<file path="src/rtl/wlevel_cal.sv">
module wlevel_cal #(
  parameter int LANES  = 2,
  parameter int TAPS   = 32,
  parameter int SETTLE = 4,
  localparam int TW = $clog2(TAPS),
  localparam int CW = $clog2(SETTLE + 1)
) (
  input  logic                clk,
  input  logic                rst_n,
  input  logic                start,
  input  logic [LANES-1:0]    fb,
  output logic                lvl_on,
  output logic                lvl_off,
  output logic                dqs_pulse,
  output logic                done,
  output logic [LANES*TW-1:0] tap_out,
  output logic [LANES*TW-1:0] result,
  output logic [LANES-1:0]    fail
);

  typedef enum logic [2:0] {
    S_IDLE, S_ENTER, S_SETTLE, S_PULSE, S_CAPT, S_EVAL, S_EXIT, S_DONE
  } state_t;

  state_t         st;
  logic [TW-1:0]  tap;
  logic [CW-1:0]  cnt;
  logic [1:0]     pk;
  logic [1:0]     ones  [LANES];
  logic [TW-1:0]  res   [LANES];
  logic [LANES-1:0] zprev, found, fnext;

  assign lvl_on    = (st == S_ENTER);
  assign lvl_off   = (st == S_EXIT);
  assign dqs_pulse = (st == S_PULSE);
  assign done      = (st == S_DONE);

  always_comb
    for (int l = 0; l < LANES; l++)
      fnext[l] = found[l] | (ones[l][1] & zprev[l]);

  for (genvar g = 0; g < LANES; g++) begin : g_lane
    assign tap_out[g*TW +: TW] = found[g] ? res[g] : tap;
    assign result[g*TW +: TW]  = res[g];
  end

  always_ff @(posedge clk) begin
    if (!rst_n) begin
      st    <= S_IDLE;
      tap   <= '0;
      cnt   <= '0;
      pk    <= '0;
      zprev <= '0;
      found <= '0;
      fail  <= '0;
      for (int l = 0; l < LANES; l++) begin
        ones[l] <= '0;
        res[l]  <= '0;
      end
    end else begin
      case (st)
        S_IDLE: if (start) st <= S_ENTER;
        S_ENTER: begin
          tap   <= '0;
          cnt   <= '0;
          pk    <= '0;
          zprev <= '0;
          found <= '0;
          fail  <= '0;
          for (int l = 0; l < LANES; l++) begin
            ones[l] <= '0;
            res[l]  <= '0;
          end
          st <= S_SETTLE;
        end
        S_SETTLE:
          if (cnt == CW'(SETTLE - 1)) st <= S_PULSE;
          else cnt <= cnt + 1'b1;
        S_PULSE: st <= S_CAPT;
        S_CAPT: begin
          for (int l = 0; l < LANES; l++)
            ones[l] <= ones[l] + {1'b0, fb[l]};
          if (pk == 2'd2) st <= S_EVAL;
          else begin
            pk <= pk + 1'b1;
            st <= S_PULSE;
          end
        end
        S_EVAL: begin
          for (int l = 0; l < LANES; l++) begin
            if (fnext[l] && !found[l]) res[l] <= tap;
            zprev[l] <= ~ones[l][1];
            ones[l]  <= '0;
          end
          found <= fnext;
          cnt   <= '0;
          pk    <= '0;
          if ((&fnext) || tap == TW'(TAPS - 1)) begin
            fail <= ~fnext;
            st   <= S_EXIT;
          end else begin
            tap <= tap + 1'b1;
            st  <= S_SETTLE;
          end
        end
        S_EXIT:  st <= S_DONE;
        S_DONE:  st <= S_IDLE;
        default: st <= S_IDLE;
      endcase
    end
  end

endmodule


</file>
<file path="config.mk">
export PLATFORM = sky130hd
export DESIGN_NAME = wlevel_cal
export DESIGN_NICKNAME = d
export VERILOG_FILES = /design/src/rtl/wlevel_cal.sv
export SDC_FILE = /design/constraint.sdc
export NUM_CORES = 1
export LEC_CHECK = 0
export CAP_MARGIN = 20
export CORE_UTILIZATION = 33
export CTS_CLUSTER_SIZE = 24
export DETAILED_ROUTE_END_ITERATION = 10
export DONT_BUFFER_PORTS = 1
export MAX_ROUTING_LAYER = met4
export PLACE_DENSITY = 0.45
export SYNTH_ARGS = -nofsm -noshare
export SYNTH_HDL_FRONTEND = slang
export SYNTH_SLANG_ARGS = --single-unit
</file>
<file path="constraint.sdc">
create_clock -name clk -period 2.1 [get_ports clk]
set_input_delay 0.315 -clock clk [delete_from_list [all_inputs] [get_ports clk]]
set_output_delay 0.315 -clock clk [all_outputs]
set_load 0.01 [all_outputs]
</file>
==> summary by stage <==
Floorplanning
During I/O placement, the number of pins put on the boundary was 31. In this run the horizontal extent of the chip is 74.3 microns. The die covers between 0.005 and 0.006 sq mm. The core footprint is just under 0.005 sq mm. The floorplan has 25 rows. The die is roughly 74 microns tall. For this configuration, the core starts out at a cell density of between 30 and 40%.

Detailed routing
The residual antenna-violating net count after detailed routing is 0. The detailed router placed 1227 vias in this run. The number of vias per cell is between 5 and 6.

The final layout contains routed wiring with a total length of between 3000 and 4000 microns. The first detailed-routing pass ran for 4 iterations. The final routed wire length divided by cell count is 15.4 microns.

For this block, the initial DRC count from the detailed router was 89. The DRC violation count after routing is 0.

Clock network
The clock drives 33 sinks. Post-CTS repair changed the size of 0 cells. Once the clock tree was built, the setup fixing pass inserted 0 buffers.

The clock tree from TritonCTS is built. The clock-pin slew reported for the worst setup and hold paths after clock tree synthesis is approximately 0.070 ns. Counting along the longest clock path gives a buffer depth of 2. The H-tree generated during clock tree synthesis spans 2 levels. The clock insertion delay at the later pin of the skew report is 0.29 ns.

The tree is rooted in a sky130_fd_sc_hd__clkbuf_8. The number of buffers inserted by hold repair at cts is 0. TritonCTS created 5 clock buffers.

Global routing
The initial antenna violation count is 0. The overall global routing resource usage is ~16%. The first global-routing pass estimated slightly above 6000 microns of wire. The most heavily used metal layer in global routing is met2. The met2 usage in global routing is between 20% and 30%. The number of global-route vias before repair was 1220. After global routing the overflow that remains totals 0. Entering global routing, the biggest net connects 15 pins. In the global route stage, met3 resource usage came out at between 4 and 5%.

The global routing usage on met1 is ~20%.

Yosys
The synthesized area divided by synthesized cell count is about 10 sq um. The number of nets handed over by synthesis was around 180. The synthesized netlist occupies a cell area of around 0.0017 sq mm. After synthesis the netlist holds a flip-flop and latch count of 33. The synthesized instance count is roughly 170. The primary flip-flop cell chosen by synthesis mapping is sky130_fd_sc_hd__dfxtp_1. The number of enable-type register cells in the synthesized netlist is 14. After synthesis, the netlist uses 38 different library cells. The warning count from the yosys run is 0. The share of synthesized area occupied by flip-flops and latches is 46.4%.

Counting flops with an async set or reset pin after synthesis yields a share of 0%.

Power
Net switching is 20.8% of the power. The clock network accounts for 47.5% of the total power. The internal power is around 0.0012 W. In this run the static leakage power is about 0.72 nW. Power spread over the standard cell area amounts to roughly 800 mW/mm^2. The reported net switching power is around 0.00031 W. The logic gate share of total power is ~4.7%. The total power consumption of the routed design is 0.00150 W. The register share of total power is a little under half. The worst-case IR drop observed on VDD is roughly 350 uV.

Timing
The achievable frequency is ~530 MHz. The final worst clock skew is a little over 0.005 ns. The post-route minimum period is roughly 1.9 ns. Setup violations remaining at the end of the flow were counted as 0. The relative max-transition margin is between 60% and 70%.

In the finished design, the share of the clock period the worst path needs comes to roughly 90%. In the post-route analysis, the smallest setup slack over all paths is between 0.2 and 0.25 ns. The final count of hold timing violations is 0. The final-layout setup total negative slack is 0 ns. The tightest hold path in the finished design has a slack of approximately 0.14 ns. The slew at the pin closest to its max-slew limit is 0.482 ns. The number of max-slew violations in the final report is 0. Setup repair after global routing left no endpoint under its margin.

Setup path
The family with the most delay on the worst path is simple AND/OR/NAND/NOR gates. Together, buffers and inverters on the worst path number 0. The slowest stage of the critical path is the sky130_fd_sc_hd__dfxtp_1 cell. The largest single stage delay on the critical path is 0.59 ns. The worst register-to-register path begins at tap[0].

Measured in cells, the most critical reg-to-reg path has a length of 6. Setup slack on the worst reg-to-reg path comes out at between 0.2 and 0.3 ns. The critical path in this run is classified as reg2out. The top fanout value on the critical path is 12. The worst setup path is captured at an output port.

The arrival time reported for the critical path endpoint is roughly 1.6 ns. The sort of element at the start of the critical path is a flip-flop. The worst register-to-register path ends at tap[3]. Traced cell by cell, the critical path runs through nand2b_1, nor2_1. The data required time at the worst endpoint is ~1.8 ns.

Hold path
In this run the most critical hold path is launched from rst_n. The worst hold path endpoint is st[1]. Along the worst hold path, the cell count comes to 2.

The classification of the worst-slack hold path is in2reg.

Layout
The register area is between 800 and 900 sq um. The area growth from synthesis to layout is 10.4%. For this run, the share of the core covered by cells in the final layout is approximately two fifths. Cells with a size suffix above 1 make up ~16% of the layout. The filler cells instantiated in the layout total 497.

Summing all multi-input logic gate instances after layout gives 838 sq um. The antenna diode count is 0. The final layout net count is ~180.

Job
The count of max-cap constraint violations is 0.

Run status
The flow ran to the end, and the final reports show no timing, DRC or antenna violations.

Placement
At the placement stage, the worst setup path has a slack of approximately 0.28 ns. The global placement routability congestion is 0.835. The total of buffers placed on input and output ports is 0. The half-perimeter wire length after detailed placement is approximately 2500 microns.
-- worst reg2reg max path, cell delays in order (launching register included) --
cell	delay (ns)
sky130_fd_sc_hd__dfxtp_1	0.38
sky130_fd_sc_hd__ha_1	0.25
sky130_fd_sc_hd__and3_1	0.19
sky130_fd_sc_hd__ha_1	0.22
sky130_fd_sc_hd__a21oi_2	0.33
sky130_fd_sc_hd__a21oi_1	0.12
sky130_fd_sc_hd__o31a_1	0.25
-- through the flow --
step	cell area, sq um	cells
3_5_place_dp	1770	231
3_3_place_gp	1770	231
2_1_floorplan	1730	171
4_1_cts	1910	239
5_1_grt	1910	239
6_report	1910	239
-- power by group through the flow --
stage	clock network, W	registers (W)	logic [W]
4_1_cts	0.000732	0.000718	0.0000721
3_5_place_dp	0	0.000733	0.0000715
3_3_place_gp	0	0.000732	0.0000704
5_1_grt	0.000768	0.000721	0.0000797
2_1_floorplan	0	0.000721	0.0000615
6_report	0.000713	0.000718	0.0000707
-- synthesized netlist by cell type, types with 3 or more instances --
cell	number	area [sq um]
sky130_fd_sc_hd__nor2_1	15	56.3
sky130_fd_sc_hd__xnor2_1	3	26.3
sky130_fd_sc_hd__inv_1	5	18.8
sky130_fd_sc_hd__o21ai_1	4	20.0
sky130_fd_sc_hd__and3_1	6	37.5
sky130_fd_sc_hd__dfxtp_1	19	380
sky130_fd_sc_hd__nand2b_1	4	25.0
sky130_fd_sc_hd__nand3b_1	4	30.0
sky130_fd_sc_hd__mux2_2	10	113
sky130_fd_sc_hd__clkbuf_1	3	11.3
sky130_fd_sc_hd__a21oi_1	11	55.1
sky130_fd_sc_hd__nand3_1	5	25.0
sky130_fd_sc_hd__a31oi_1	5	31.3
sky130_fd_sc_hd__and2_1	8	50.1
sky130_fd_sc_hd__edfxtp_1	14	420
sky130_fd_sc_hd__nand2_1	13	48.8
sky130_fd_sc_hd__buf_2	4	20.0
sky130_fd_sc_hd__a21o_1	4	30.0
sky130_fd_sc_hd__nand4b_1	3	26.3
sky130_fd_sc_hd__ha_1	7	87.6
-- registers in the layout (all words and copies together), names as in the netlist --
signal	cells
res	10
tap	5
ones	4
cnt	3
st	3
fail	2
found	2
pk	2
zprev	2
-- worst max path at each step --
stage                start      to  slack (ns)  depth (start not counted)
floorplan           tap[0]  tap[3]        0.51                          7
global placement    tap[0]  tap[3]        0.32                          6
detailed placement  tap[0]  tap[3]        0.28                          6
CTS                  st[0]  lvl_on        0.23                          2
global route        tap[0]  tap[3]        0.09                          6
finish               st[0]  lvl_on        0.22                          2
-- routing by layer --
metal	vias up	routed length [microns]
met5	-	0
met4	0	49
met3	5	160
met2	24	1670
met1	581	1800
li1	617	-
-- layout by cell type, fill, tap and decap left out, types with 2 or more instances in the layout --
cell / n
sky130_fd_sc_hd__buf_4: 4
sky130_fd_sc_hd__nand2_1: 13
sky130_fd_sc_hd__a21oi_1: 11
sky130_fd_sc_hd__nand4b_1: 3
sky130_fd_sc_hd__dfxtp_1: 19
sky130_fd_sc_hd__and3_1: 6
sky130_fd_sc_hd__mux2_2: 10
sky130_fd_sc_hd__nand3b_1: 4
sky130_fd_sc_hd__clkbuf_8: 5
sky130_fd_sc_hd__o21ai_0: 2
sky130_fd_sc_hd__ha_1: 7
sky130_fd_sc_hd__and2_1: 8
sky130_fd_sc_hd__o21a_1: 2
sky130_fd_sc_hd__nand2b_1: 4
sky130_fd_sc_hd__xnor2_1: 3
sky130_fd_sc_hd__a21o_1: 4
sky130_fd_sc_hd__a31oi_1: 5
sky130_fd_sc_hd__nor4_1: 2
sky130_fd_sc_hd__nor2_1: 15
sky130_fd_sc_hd__bufinv_16: 2
sky130_fd_sc_hd__a211oi_1: 2
sky130_fd_sc_hd__edfxtp_1: 14
sky130_fd_sc_hd__nand3_1: 5
sky130_fd_sc_hd__o21ai_1: 4
sky130_fd_sc_hd__inv_1: 5
-- layout make-up --
class / instances / share of cell area [%]
multi-input cells: 122 / 44.0
flip-flops and latches: 33 / 42.0
well taps: 67 / 4.40
clock buffers: 5 / 3.61
clock inverters: 3 / 3.41
repair buffers: 4 / 1.58
inverters: 5 / 0.985
-- cells by family after synthesis --
kind of cell	Yosys count	synth area share [%]
buffers and inverters	16	5.07
xor gates and xnor gates	3	1.52
DFF	33	46.4
AOI/OAI and AO/OA	35	12.9
muxes	11	7.10
adders and majority gates	7	5.07
and+or+nand+nor	66	22.0
Note: power is estimated with default switching activity, not from simulation.
